$ cat src/rtl/irq_arb_pkg.sv
package irq_arb_pkg;
  localparam int NSRC     = 5;
  localparam int SRC_W    = $clog2(NSRC);
  localparam int VEC_W    = 8;
  localparam int VEC_BASE = 3;
  localparam int VEC_STEP = 8;
  localparam int NEXT     = 2;

  typedef enum logic {LVL_LO = 1'b0, LVL_HI = 1'b1} lvl_e;

  // entry address of a source's handler
  function automatic logic [VEC_W-1:0] vector_of(input logic [SRC_W-1:0] idx);
    return VEC_W'(VEC_BASE + int'(idx) * VEC_STEP);
  endfunction

  // lowest set bit index (polling order)
  function automatic logic [SRC_W-1:0] first_of(input logic [NSRC-1:0] v);
    logic [SRC_W-1:0] r;
    r = '0;
    for (int i = NSRC - 1; i >= 0; i--)
      if (v[i]) r = SRC_W'(i);
    return r;
  endfunction
endpackage

$ cat src/rtl/irq_pin_detect.sv
module irq_pin_detect (
  input  logic clk,
  input  logic rst_n,
  input  logic tick,
  input  logic pin_n,
  input  logic edge_mode,
  input  logic clr,
  output logic req
);
  logic pin_q;
  logic flag;
  logic fall;

  assign fall = pin_q & ~pin_n;

  always_ff @(posedge clk) begin
    if (!rst_n) begin
      pin_q <= 1'b1;
      flag  <= 1'b0;
    end else if (tick) begin
      pin_q <= pin_n;
      if (fall && edge_mode) flag <= 1'b1;
      else if (clr)          flag <= 1'b0;
    end
  end

  assign req = edge_mode ? (flag | fall) : ~pin_n;

  p_flag_set_r9: assert property (@(posedge clk) disable iff (!rst_n)
    (tick && fall && edge_mode) |=> flag);
  p_flag_clear_r9: assert property (@(posedge clk) disable iff (!rst_n)
    (tick && clr && !(fall && edge_mode)) |=> !flag);
endmodule

$ cat src/rtl/irq_poll.sv
module irq_poll
  import irq_arb_pkg::*;
(
  input  logic [NSRC-1:0]  smp,
  input  logic [NSRC-1:0]  en,
  input  logic             glob,
  input  logic [NSRC-1:0]  prio,
  input  logic             ins_hi,
  input  logic             ins_lo,
  output logic             pick_valid,
  output logic [SRC_W-1:0] pick_idx,
  output lvl_e             pick_lvl
);
  logic [NSRC-1:0] elig;
  logic [NSRC-1:0] hi_c;
  logic [NSRC-1:0] lo_c;

  assign elig = smp & en & {NSRC{glob}};
  assign hi_c = elig & prio;
  assign lo_c = elig & ~prio;

  always_comb begin
    pick_valid = 1'b0;
    pick_idx   = '0;
    pick_lvl   = LVL_LO;
    if (|hi_c) begin
      if (!ins_hi) begin
        pick_valid = 1'b1;
        pick_idx   = first_of(hi_c);
        pick_lvl   = LVL_HI;
      end
    end else if (|lo_c && !ins_hi && !ins_lo) begin
      pick_valid = 1'b1;
      pick_idx   = first_of(lo_c);
    end
  end
endmodule

$ cat src/rtl/irq_service.sv
module irq_service
  import irq_arb_pkg::*;
(
  input  logic       clk,
  input  logic       rst_n,
  input  logic       take,
  input  lvl_e       take_lvl,
  input  logic       reti,
  output logic [1:0] ins
);
  logic [1:0] ins_q;
  logic [1:0] ins_d;

  always_comb begin
    ins_d = ins_q;
    if (reti) begin
      if (ins_d[1]) ins_d[1] = 1'b0;
      else          ins_d[0] = 1'b0;
    end
    if (take) begin
      if (take_lvl == LVL_HI) ins_d[1] = 1'b1;
      else                    ins_d[0] = 1'b1;
    end
  end

  always_ff @(posedge clk) begin
    if (!rst_n) ins_q <= '0;
    else        ins_q <= ins_d;
  end

  assign ins = ins_q;

  p_lo_no_nest_r7: assert property (@(posedge clk) disable iff (!rst_n)
    (take && take_lvl == LVL_LO) |-> (ins_q == 2'b00));
  p_hi_no_nest_r7: assert property (@(posedge clk) disable iff (!rst_n)
    (take && take_lvl == LVL_HI) |-> !ins_q[1]);
  p_reti_hi_r13: assert property (@(posedge clk) disable iff (!rst_n)
    (reti && !take && ins_q[1]) |=> (!ins_q[1] && ins_q[0] == $past(ins_q[0])));
endmodule

$ cat src/rtl/irq_arbiter.sv
module irq_arbiter
  import irq_arb_pkg::*;
(
  input  logic             clk,
  input  logic             rst_n,
  input  logic             mc_tick,
  input  logic [NEXT-1:0]  ext_n,
  input  logic [NEXT-1:0]  ext_edge,
  input  logic [1:0]       tmr_ovf,
  input  logic             ser_flag,
  input  logic             glob_en,
  input  logic [NSRC-1:0]  src_en,
  input  logic [NSRC-1:0]  src_hi,
  input  logic             instr_last,
  input  logic             blk_instr,
  input  logic             reti_pulse,
  output logic             vec_valid,
  output logic [VEC_W-1:0] vec_addr,
  output logic [1:0]       in_service
);
  logic [NEXT-1:0]  ext_req;
  logic [NSRC-1:0]  raw_req;
  logic [NSRC-1:0]  smp_q;
  logic [NSRC-1:0]  take_mask;
  logic             pick_valid;
  logic [SRC_W-1:0] pick_idx;
  lvl_e             pick_lvl;
  logic             take;
  logic [1:0]       ins;

  // external pins sit at even indices 0 and 2 of the polling order
  for (genvar g = 0; g < NEXT; g++) begin : g_ext
    irq_pin_detect u_pin (
      .clk       (clk),
      .rst_n     (rst_n),
      .tick      (mc_tick),
      .pin_n     (ext_n[g]),
      .edge_mode (ext_edge[g]),
      .clr       (take_mask[2*g]),
      .req       (ext_req[g])
    );
  end

  assign raw_req = {ser_flag, tmr_ovf[1], ext_req[1], tmr_ovf[0], ext_req[0]};

  irq_poll u_poll (
    .smp        (smp_q),
    .en         (src_en),
    .glob       (glob_en),
    .prio       (src_hi),
    .ins_hi     (ins[1]),
    .ins_lo     (ins[0]),
    .pick_valid (pick_valid),
    .pick_idx   (pick_idx),
    .pick_lvl   (pick_lvl)
  );

  assign take      = mc_tick & instr_last & ~blk_instr & pick_valid;
  assign take_mask = take ? (NSRC'(1) << pick_idx) : '0;

  irq_service u_svc (
    .clk      (clk),
    .rst_n    (rst_n),
    .take     (take),
    .take_lvl (pick_lvl),
    .reti     (reti_pulse),
    .ins      (ins)
  );

  always_ff @(posedge clk) begin
    if (!rst_n) begin
      smp_q     <= '0;
      vec_valid <= 1'b0;
      vec_addr  <= '0;
    end else begin
      vec_valid <= take;
      if (take) vec_addr <= vector_of(pick_idx);
      if (mc_tick) smp_q <= raw_req & ~take_mask;
    end
  end

  assign in_service = ins;

  p_vec_last_r11: assert property (@(posedge clk) disable iff (!rst_n)
    vec_valid |-> $past(mc_tick && instr_last));
  p_vec_unblocked_r12: assert property (@(posedge clk) disable iff (!rst_n)
    vec_valid |-> !$past(blk_instr));
  p_take_enabled_r3: assert property (@(posedge clk) disable iff (!rst_n)
    take |-> (glob_en && src_en[pick_idx]));
  p_hi_wins_r6: assert property (@(posedge clk) disable iff (!rst_n)
    (take && glob_en && |(smp_q & src_en & src_hi)) |-> pick_lvl == LVL_HI);
  p_vec_pulse_r8: assert property (@(posedge clk) disable iff (!rst_n)
    vec_valid |=> !vec_valid);
endmodule

$ cat config.mk
export PLATFORM = sky130hd
export DESIGN_NAME = irq_arbiter
export DESIGN_NICKNAME = d
export VERILOG_FILES = /design/src/rtl/irq_arb_pkg.sv /design/src/rtl/irq_pin_detect.sv /design/src/rtl/irq_poll.sv /design/src/rtl/irq_service.sv /design/src/rtl/irq_arbiter.sv
export SDC_FILE = /design/constraint.sdc
export NUM_CORES = 1
export LEC_CHECK = 0
export BUFFER_PORTS_ARGS = -buffer_cell sky130_fd_sc_hd__buf_2
export CAP_MARGIN = 10
export CORE_MARGIN = 2
export CORE_UTILIZATION = 40
export DETAILED_ROUTE_END_ITERATION = 7
export PLACE_DENSITY = 0.66
export SLEW_MARGIN = 20
export SYNTH_ARGS = -nofsm -noshare
export SYNTH_HDL_FRONTEND = slang
export SYNTH_SLANG_ARGS = --single-unit
$ cat constraint.sdc
create_clock -name clk -period 3.6 [get_ports clk]
set_clock_uncertainty 0.05 [all_clocks]
set_input_delay 0.54 -clock clk [delete_from_list [all_inputs] [get_ports clk]]
set_output_delay 0.54 -clock clk [all_outputs]
set_load 0.05 [all_outputs]
==> flow_summary.json, run 1 <==
{
  "hold_depth": 2,
  "via_per_inst": 5.38,
  "ys_seq_elements": 16,
  "ctsHoldBuffers": 0,
  "r2r_slack_ns": 1.76,
  "synth_common_cells": "16 x dfxtp_1, 10 x o21ai_0, 9 x a21oi_1",
  "first_pass_iters": 4,
  "finalCritPeriodShare": 0.541,
  "p_sw_uw": 102,
  "seqPwrFrac": 0.539,
  "intPower_uw": 251,
  "fp-row-count": 18,
  "synth_cells": 118,
  "register_area_sq_um": 320,
  "cts_htree_levels": 1,
  "post_cts_resize_count": 0,
  "ys_warn_count": 0,
  "coreArea_sq_mm": 0.00243,
  "power.density_mw_per_mm2": 303,
  "fmax_mhz": 514,
  "fillers": 242,
  "fin_crit_ns": 1.95,
  "ant_nets": 0,
  "holdWs_ns": 0.451,
  "multi_input_area_sq_um": 617,
  "switching_share": 0.289,
  "post_cts_buffers": 0,
  "crit_fanout": 13,
  "crit_arrival_ns": 2.07,
  "grt_max_degree": 20,
  "synth_top_area_share": 0.316,
  "clockBufferDepth": 2,
  "drc": 0,
  "worstHoldStart": "g_ext[1].u_pin.pin_q$_SDFFE_PN1P_",
  "status": "finished, final reports clean",
  "clock_latency_ns": 0.27,
  "grt_first_pass_wirelength_mm": 3.53,
  "hold_violations": 0,
  "synth-edff-count": 0,
  "path_class": "primary input to flip-flop",
  "maxCapViolCount": 0,
  "cp_slowest_cell": "a211oi_2",
  "synth_area_leaders": "dfxtp_1 32%, o21ai_0 4.9%, a21oi_1 4.4%, buf_4 4.4%, nand4b_1 3.5%",
  "die-area_sq_mm": 0.00295,
  "wl_mm": 2.13,
  "yosysTopAreaCell": "dfxtp_1",
  "io_pins": 35,
  "antenna_found_initial": 0,
  "ys.flop_type": "dfxtp_1",
  "diodes": 0,
  "drv_slew": 0,
  "dp_hpwl_mm": 1.74,
  "crit_path_end_kind": "flip-flop",
  "initial_core_util": 0.416,
  "portBuffers": 31,
  "rsz0062_at_grt": "false",
  "path_cells": "buf_2, nand4b_1, nand4_2, o211ai_1, a211oi_2, nand2_2, a41o_1",
  "reg2reg_from": "smp_q[0]$_SDFFE_PN0P_",
  "track_usage": 0.162,
  "cts_sinks": 16,
  "p_clk_frac": 0.256,
  "drtIter0Drc": 7,
  "fin_util": 0.478,
  "p_comb_frac": 0.206,
  "synth.avg_cell_area_sq_um": 8.58,
  "synth-seq-area-share": 0.316,
  "crit_required_ns": 3.73,
  "syn-cell-area_sq_mm": 0.00101,
  "hp-class": "flip-flop to flip-flop",
  "regToRegEndpoint": "smp_q[4]$_SDFFE_PN0P_",
  "first_global_vias": 857,
  "gp_congestion": 0.749,
  "wire_per_inst_um": 12.3,
  "fin_nets": 169,
  "numCtsBuffers": 3,
  "die_h_um": 54.3,
  "cts_tree": "built",
  "max_stage_delay_ns": 0.43,
  "synth_cell_types": 41,
  "clk_pin_slew_worst_paths_ns": 0.09,
  "grt_overflow_total": 0,
  "cts_root_buf": "clkbuf_4",
  "layout-drive-gt1-share": 0.329,
  "start_kind": "primary input",
  "total_power_uw": 353,
  "reg2reg_depth": 6,
  "ir_drop_uv": 217,
  "ys_async_sr_fraction": 0,
  "area_delta_synth_final_pct": 15.0,
  "setup_tns_ns": 0,
  "synth.most_common_cell": "dfxtp_1",
  "num_vias": 931,
  "min_to": "g_ext[1].u_pin.pin_q$_SDFFE_PN1P_",
  "finalSetupViolations": 0,
  "die_w_um": 54.3,
  "p_leak_nw": 0.534
}
==> registers in the layout, summed over array words and instances (netlist names) <==
register	cells
smp_q	5
vec_addr	4
g_ext.u_pin.flag	2
g_ext.u_pin.pin_q	2
u_svc.ins	2
vec_valid	1
==> metrics by stage <==
stage / std cells / cell area, sq um / setup WS, ns
2_1_floorplan: 120 / 1020 / 1.69
3_3_place_gp: 170 / 1140 / 1.44
3_5_place_dp: 170 / 1140 / 1.36
4_1_cts: 173 / 1160 / 1.65
5_1_grt: 173 / 1160 / 1.48
6_report: 173 / 1160 / 1.65
==> kinds of logic (layout without fill, tap and decap cells) <==
kind of cell | Yosys count | after routing | share of synthesized area
AOI/OAI and AO/OA | 38 | 38 | 0.273
buffers and inverters | 14 | 37 | 0.0816
DFF | 16 | 16 | 0.316
other | 1 | 3 | 0.00370
and+or+nand+nor | 49 | 49 | 0.325
==> cell type report <==
type,count,share of cell area
sequential,16,0.275
timing repair buffer,31,0.133
clock buffer,3,0.0194
tap,30,0.0323
inverter,3,0.00968
multi-input combinational,90,0.530
==> critical path: cells and delay by family <==
family	cells	cell delay [ns]
AOI/OAI and AO/OA	3	0.80
and+or+nand+nor	3	0.53
buffers and inverters	1	0.21
==> power groups by stage <==
stage / sequential [mW] / clock, mW / combinational [mW]
floorplan: 0.197 / 0 / 0.0502
global placement: 0.194 / 0 / 0.0707
detailed placement: 0.194 / 0 / 0.0723
CTS: 0.190 / 0.0925 / 0.0727
global route: 0.191 / 0.103 / 0.0809
finish: 0.190 / 0.0902 / 0.0726
==> placed cells by master, fill, tap and decap left out, types with 2 or more instances in the layout <==
cell	n
a221oi_2	2
inv_1	3
a21oi_1	9
o211ai_1	3
nand3b_1	2
conb_1	3
nand3_1	4
nand4_1	5
dfxtp_1	16
buf_2	31
nor3_1	4
nor2_1	5
nor2b_1	2
o21a_1	2
nand2b_1	3
o21ai_0	10
nand2_1	8
a31oi_1	2
and2_1	2
nand4b_1	4
clkbuf_4	3
and4b_1	2
==> how the worst max path moves through the flow <==
stage	end	slack [ns]	cells after the start	from
floorplan	smp_q[4]$_SDFFE_PN0P_	1.69	7	glob_en
global placement	smp_q[4]$_SDFFE_PN0P_	1.44	7	glob_en
detailed placement	smp_q[4]$_SDFFE_PN0P_	1.36	7	glob_en
global route	smp_q[4]$_SDFFE_PN0P_	1.48	7	glob_en
CTS	smp_q[4]$_SDFFE_PN0P_	1.65	7	glob_en
finish	smp_q[4]$_SDFFE_PN0P_	1.65	7	glob_en
==> per-layer routing <==
metal	routed length [um]	vias up	GRT usage
li1	-	485	-
met1	1030	423	0.209
met2	987	21	0.275
met3	98	2	0.0246
met4	12	0	0.0500
met5	0	-	0
Note: power is estimated with default switching activity, not from simulation.
==> run 2: changes to the inputs <==
--- a/config.mk
+++ b/config.mk
@@ -5,8 +5,10 @@
 export SDC_FILE = /design/constraint.sdc
 export NUM_CORES = 1
 export LEC_CHECK = 0
+export ABC_AREA = 1
 export BUFFER_PORTS_ARGS = -buffer_cell sky130_fd_sc_hd__buf_2
 export CAP_MARGIN = 10
+export CORE_ASPECT_RATIO = 0.5
 export CORE_MARGIN = 2
 export CORE_UTILIZATION = 40
 export DETAILED_ROUTE_END_ITERATION = 7
==> constraint.sdc (replaced) <==
create_clock -name clk -period 1.9 [get_ports clk]
set_clock_uncertainty 0.05 [all_clocks]
set_input_delay 0.285 -clock clk [delete_from_list [all_inputs] [get_ports clk]]
set_output_delay 0.285 -clock clk [all_outputs]
set_load 0.05 [all_outputs]
==> run 2 against run 1 <==
  * Largest cell class unchanged
  * Via count up 11%
  * Utilization rose by 1.3 points
  * Synthesized cell count up 27%
  * Register-to-register slack lost 1.4 ns
  * First-iteration DRC count increased to 9.4 times the previous value
  * Clock-buffer cell count up 1
  * Worst hold slack got worse by 0.20 ns
  * Combinational power up 87%
  * Sequential cell count is the same
  * Critical path depth up 2
  * Non-clock buffer count unchanged
  * Design area is 7.2% higher
==> flow_summary.json, run 2 <==
{
  "status": "finished, final reports clean",
  "grt_max_degree": 11,
  "post_cts_buffers": 0,
  "fmax_mhz": 656,
  "fin_crit_ns": 1.53,
  "crit_arrival_ns": 1.61,
  "path_class": "flip-flop to flip-flop",
  "diodes": 0,
  "placed_cell_area_sq_mm": 0.00119,
  "first_pass_iters": 4,
  "yosysTopAreaCell": "dfxtp_1",
  "grt_first_pass_wirelength_mm": 3.86,
  "cts_htree_levels": 1,
  "layout-drive-gt1-share": 0.313,
  "synth_top_area_share": 0.307,
  "initial_core_util": 0.412,
  "coreArea_sq_mm": 0.00254,
  "largest_reg_flops": 5,
  "ys_async_sr_fraction": 0,
  "reg_top3": "smp_q: 5 flops, vec_addr: 4 flops",
  "ir_drop_uv": 385,
  "track_usage": 0.166,
  "cts_tree": "built",
  "synth.most_common_cell": "nand2_1",
  "worstHoldStart": "ser_flag",
  "mostFrequentLayoutCells": "31 x buf_2, 28 x nand2_1, 17 x inv_1",
  "area_delta_synth_final_pct": 19.4,
  "synth_cell_types": 29,
  "hp-class": "primary input to flip-flop",
  "p_leak_nw": 0.620,
  "power.density_mw_per_mm2": 639,
  "synth.avg_cell_area_sq_um": 6.97,
  "crit_fanout": 9,
  "fin_util": 0.492,
  "r2r_slack_ns": 0.37,
  "synth-seq-area-share": 0.307,
  "die_h_um": 40.1,
  "ctsHoldBuffers": 0,
  "reg2reg_from": "smp_q[2]$_SDFFE_PN0P_",
  "gp_congestion": 0.805,
  "wire_per_inst_um": 10.8,
  "first_global_vias": 860,
  "num_vias": 1032,
  "regToRegEndpoint": "g_ext[1].u_pin.flag$_SDFFE_PN0P_",
  "portBuffers": 31,
  "maxCapViolCount": 0,
  "cts_sinks": 16,
  "ys_warn_count": 0,
  "synth-edff-count": 0,
  "finalInstanceArea_sq_mm": 0.00125,
  "fin_nets": 204,
  "hold_depth": 3,
  "multi_input_area_sq_um": 592,
  "antenna_found_initial": 0,
  "io_pins": 35,
  "start_kind": "flip-flop",
  "min_to": "smp_q[4]$_SDFFE_PN0P_",
  "syn-cell-area_sq_mm": 0.00104,
  "fp-row-count": 13,
  "post_cts_resize_count": 0,
  "ys.flop_type": "dfxtp_1",
  "crit_path_end_kind": "flip-flop",
  "setup_tns_ns": 0,
  "clockBufferDepth": 2,
  "reg2reg_depth": 9,
  "total_power_uw": 798,
  "crit_path_start": "smp_q[2]$_SDFFE_PN0P_",
  "drtIter0Drc": 66,
  "die-area_sq_mm": 0.00306,
  "fillers": 279,
  "hold_violations": 0,
  "numCtsBuffers": 3,
  "top_register": "smp_q",
  "clock_latency_ns": 0.25,
  "final_common_cell": "buf_2",
  "synth_area_leaders": "dfxtp_1 31%, nand2_1 10%, nand3_2 6.7%, a21oi_1 6.2%, inv_1 6.1%",
  "ant_nets": 0,
  "finalSetupViolations": 0,
  "die_w_um": 76.3,
  "register_area_sq_um": 320,
  "wl_mm": 2.34,
  "clk_pin_slew_worst_paths_ns": 0.06,
  "drv_slew": 0,
  "finalCritPeriodShare": 0.803,
  "via_per_inst": 4.78,
  "synth_common_cells": "28 x nand2_1, 17 x inv_1, 16 x dfxtp_1",
  "drc": 0,
  "grt_overflow_total": 0,
  "rsz0062_at_grt": "false",
  "crit_required_ns": 1.98,
  "cts_root_buf": "clkbuf_8",
  "synth_cells": 150,
  "dp_hpwl_mm": 1.86,
  "ys_seq_elements": 16
}
-- run 2: changes by cell type in the layout (fill, tap and decap cells not counted), moves of 7 or more --
cell,delta
nand2_1,+20
inv_1,+14
nor2_1,+8
nand3_2,+7
-- run 2: worst max-delay path by stage --
| stage | endpoint |
|---|---|
| final | g_ext[1].u_pin.flag$_SDFFE_PN0P_ |
| after global routing | smp_q[3]$_SDFFE_PN0P_ |
| after CTS | g_ext[1].u_pin.flag$_SDFFE_PN0P_ |
| after detailed placement | g_ext[1].u_pin.flag$_SDFFE_PN0P_ |
| after global placement | g_ext[0].u_pin.flag$_SDFFE_PN0P_ |
| after floorplan | smp_q[1]$_SDFFE_PN0P_ |
-- run 2: routing by layer --
metal  up-vias  GRT usage  routed length [um]
met2        26      0.281                 955
li1        542          -                   -
met4         0     0.0545                  29
met5         -          0                   0
met1       460      0.215                1220
met3         4     0.0450                 139
-- run 2: cell families (layout without fill, tap and decap cells) --
logic type | Yosys count | after routing | synth area share
AO/OA/AOI/OAI | 30 | 30 | 0.160
buffers and inverters | 29 | 56 | 0.134
flip-flops | 16 | 16 | 0.307
other | 1 | 3 | 0.00359
AND/OR/NAND/NOR | 74 | 74 | 0.395
-- run 2: worst max-delay path, cell delays in order (launching register included) --
cell and delay (ns):
dfxtp_1 0.42, nand3_1 0.09, nor2_1 0.14, nor2_2 0.07
nand3_4 0.10, nand3_2 0.10, nand2_4 0.14, nand2_1 0.08
o21ai_1 0.14, a21oi_1 0.07
-- run 2: where the power goes --
group | switching (mW) | internal (mW) | total [mW] | leakage (nW)
logic | 0.0902 | 0.0454 | 0.136 | 0.460
registers | 0.0124 | 0.350 | 0.362 | 0.131
clock network | 0.116 | 0.184 | 0.300 | 0.0288
total | 0.218 | 0.579 | 0.798 | 0.620
-- run 2: cell type report --
type | count | share of cell area
well taps | 37 | 0.0371
multi-input cells | 107 | 0.474
clock buffers | 4 | 0.0441
repair buffers | 31 | 0.124
flip-flops and latches | 16 | 0.257
inverters | 21 | 0.0632
-- run 2: through the flow --
step           cells  setup slack (ns)  hold WS, ns
2_1_floorplan    152             0.521        0.334
3_3_place_gp     212             0.284        0.403
3_5_place_dp     212             0.233        0.410
4_1_cts          216             0.367        0.249
5_1_grt          216             0.207        0.269
6_report         216             0.375        0.248
==> run 3: changes to the inputs <==
--- a/config.mk
+++ b/config.mk
@@ -5,10 +5,9 @@
 export SDC_FILE = /design/constraint.sdc
 export NUM_CORES = 1
 export LEC_CHECK = 0
-export ABC_AREA = 1
+export ABC_AREA = 0
 export BUFFER_PORTS_ARGS = -buffer_cell sky130_fd_sc_hd__buf_2
 export CAP_MARGIN = 10
-export CORE_ASPECT_RATIO = 0.5
 export CORE_MARGIN = 2
 export CORE_UTILIZATION = 40
 export DETAILED_ROUTE_END_ITERATION = 7
==> constraint.sdc (replaced) <==
create_clock -name clk -period 1.5 [get_ports clk]
set_clock_uncertainty 0.05 [all_clocks]
set_input_delay 0.225 -clock clk [delete_from_list [all_inputs] [get_ports clk]]
set_output_delay 0.225 -clock clk [all_outputs]
set_load 0.05 [all_outputs]
==> run 3 against run 2 <==
  * The run now ends with negative setup slack left
  * Global-route usage increased by 1.8 points
  * Worst hold slack got worse by 0.11 ns
  * First-iteration DRC count decreased by 61%
  * Sequential cell count stayed put
  * Cell count fell by 12%
  * Maximum frequency fell by 8.4%
  * Via count is 2.1% higher
  * Register-to-register slack lost 0.54 ns
  * Critical endpoint is now smp_q[2]$_SDFFE_PN0P_
  * Sequential share of layout area down 1.1 points
  * Highest routed layer unchanged
  * Clock power shrank 26%
  * Largest cell class unchanged
==> flow_summary.json, run 3 (synthesis results as in run 1) <==
{
  "wire_per_inst_um": 13.9,
  "dr_wl_met3_um": 114,
  "clk_pin_slew_worst_paths_ns": 0.09,
  "ctsHoldBuffers": 0,
  "wl_mm": 2.65,
  "cp_slowest_cell": "dfxtp_2",
  "drtIter0Drc": 26,
  "drc": 0,
  "die_w_um": 54.3,
  "initial_core_util": 0.416,
  "clockBufferDepth": 2,
  "gp_congestion": 0.816,
  "start_kind": "flip-flop",
  "ir_drop_uv": 445,
  "rsz0062_at_grt": "true",
  "status": "finished, violations left",
  "coreArea_sq_mm": 0.00243,
  "numCtsBuffers": 3,
  "power.density_mw_per_mm2": 663,
  "finalCritPeriodShare": 1.11,
  "violations": "negative setup slack",
  "drv_slew": 0,
  "fin_ws_ns": -0.166,
  "holdWs_ns": 0.139,
  "grt_max_degree": 20,
  "fin_nets": 186,
  "ant_nets": 0,
  "setup_tns_ns": -1.28,
  "met2_length_mm": 1.35,
  "wl_met1_mm": 1.17,
  "hp-class": "primary input to flip-flop",
  "fmax_mhz": 600,
  "diodes": 0,
  "dp_hpwl_mm": 1.87,
  "layout-drive-gt1-share": 0.481,
  "crit_arrival_ns": 1.81,
  "hold_violations": 0,
  "die_h_um": 54.3,
  "antenna_found_initial": 0,
  "crit_required_ns": 1.65,
  "portBuffers": 31,
  "cts_root_buf": "clkbuf_4",
  "path_cells": "nand4b_1, nand4_2, o21a_2, a41oi_2, and3b_4, a221oi_2",
  "first_global_vias": 980,
  "fin_crit_ns": 1.67,
  "die-area_sq_mm": 0.00295,
  "cts_htree_levels": 1,
  "fin_util": 0.548,
  "largest_reg_flops": 5,
  "cts_tree": "built",
  "top_register": "smp_q",
  "mostFrequentLayoutCells": "31 x buf_2, 17 x buf_4, 12 x dfxtp_1",
  "maxCapViolCount": 0,
  "p_leak_nw": 0.614,
  "first_pass_iters": 4,
  "final_common_cell": "buf_2",
  "track_usage": 0.184,
  "cts_sinks": 16,
  "finalSetupViolations": 10,
  "path_class": "flip-flop to flip-flop",
  "crit_path_end_kind": "flip-flop",
  "fp-row-count": 18,
  "io_pins": 35,
  "total_power_uw": 884,
  "via_per_inst": 5.55,
  "area_delta_synth_final_pct": 31.8,
  "reg_top3": "smp_q: 5 flops, vec_addr: 4 flops",
  "max_stage_delay_ns": 0.36,
  "grt_overflow_total": 0,
  "grt_first_pass_wirelength_mm": 4.00,
  "top_layer": "met4",
  "num_vias": 1054,
  "clock_latency_ns": 0.28,
  "fillers": 241,
  "crit_fanout": 4
}
-- run 3: cell types whose count changed in the layout (fill, tap and decap cells not counted), moves of 6 or more --
cell     previous run  this run
buf_4               0        17
inv_1              17         3
a21oi_1            13         7
nand3_2             7         0
nor2_1             13         4
nand2_1            28         6
-- run 3: layer usage --
metal  GRT usage  up-vias
met5           0        -
met4      0.0750        0
met3      0.0164        2
met2       0.339       34
met1       0.216      496
li1            -      522
-- run 3: power by group --
part	leakage (nW)	switching (mW)	internal [mW]
registers	0.133	0.0138	0.444
clock network	0.0138	0.130	0.0931
logic	0.468	0.120	0.0841
total	0.614	0.263	0.621
-- run 3: through the flow --
step / std cells / instance area (sq um) / setup WS, ns
6_report: 190 / 1330 / -0.166
5_1_grt: 190 / 1330 / -0.242
4_1_cts: 188 / 1290 / -0.116
3_5_place_dp: 180 / 1220 / -0.231
3_3_place_gp: 180 / 1220 / -0.182
2_1_floorplan: 120 / 1020 / -0.0612
-- run 3: what timing repair did --
| action | 4_1_cts | 5_1_grt |
|---|---|---|
| setup buffers | 5 | 2 |
| setup endpoints to repair | 10 | 12 |
| gates resized for setup | 5 | 9 |
| endpoints found under the hold margin | 0 | 0 |
| pin swaps | 7 | 6 |
-- run 3: worst max-delay path: cells and delay by family, from the launching register on --
family	cells	cell delay (ns)
and+or+nand+nor	3	0.64
DFF	1	0.36
AOI/OAI and AO/OA	3	0.53
-- run 3: cell type report --
class                      instances  area (sq um)  area share
multi-input combinational         90           652       0.489
sequential                        16           328       0.246
timing repair buffer              48           283       0.212
tap                               30          37.5      0.0281
clock buffer                       3          22.5      0.0169
inverter                           3          11.3     0.00844
-- run 3: worst paths after layout --
path                                 start                           endpoint  slack (ns)  depth (start not counted)
hold reg to reg   vec_addr[1]$_SDFFE_PN0P_           vec_addr[1]$_SDFFE_PN0P_        0.44                          1
hold / removal                    ext_n[1]  g_ext[1].u_pin.pin_q$_SDFFE_PN1P_        0.14                          3
setup reg to reg     smp_q[1]$_SDFFE_PN0P_              smp_q[2]$_SDFFE_PN0P_       -0.17                          6
setup / recovery     smp_q[1]$_SDFFE_PN0P_              smp_q[2]$_SDFFE_PN0P_       -0.17                          6
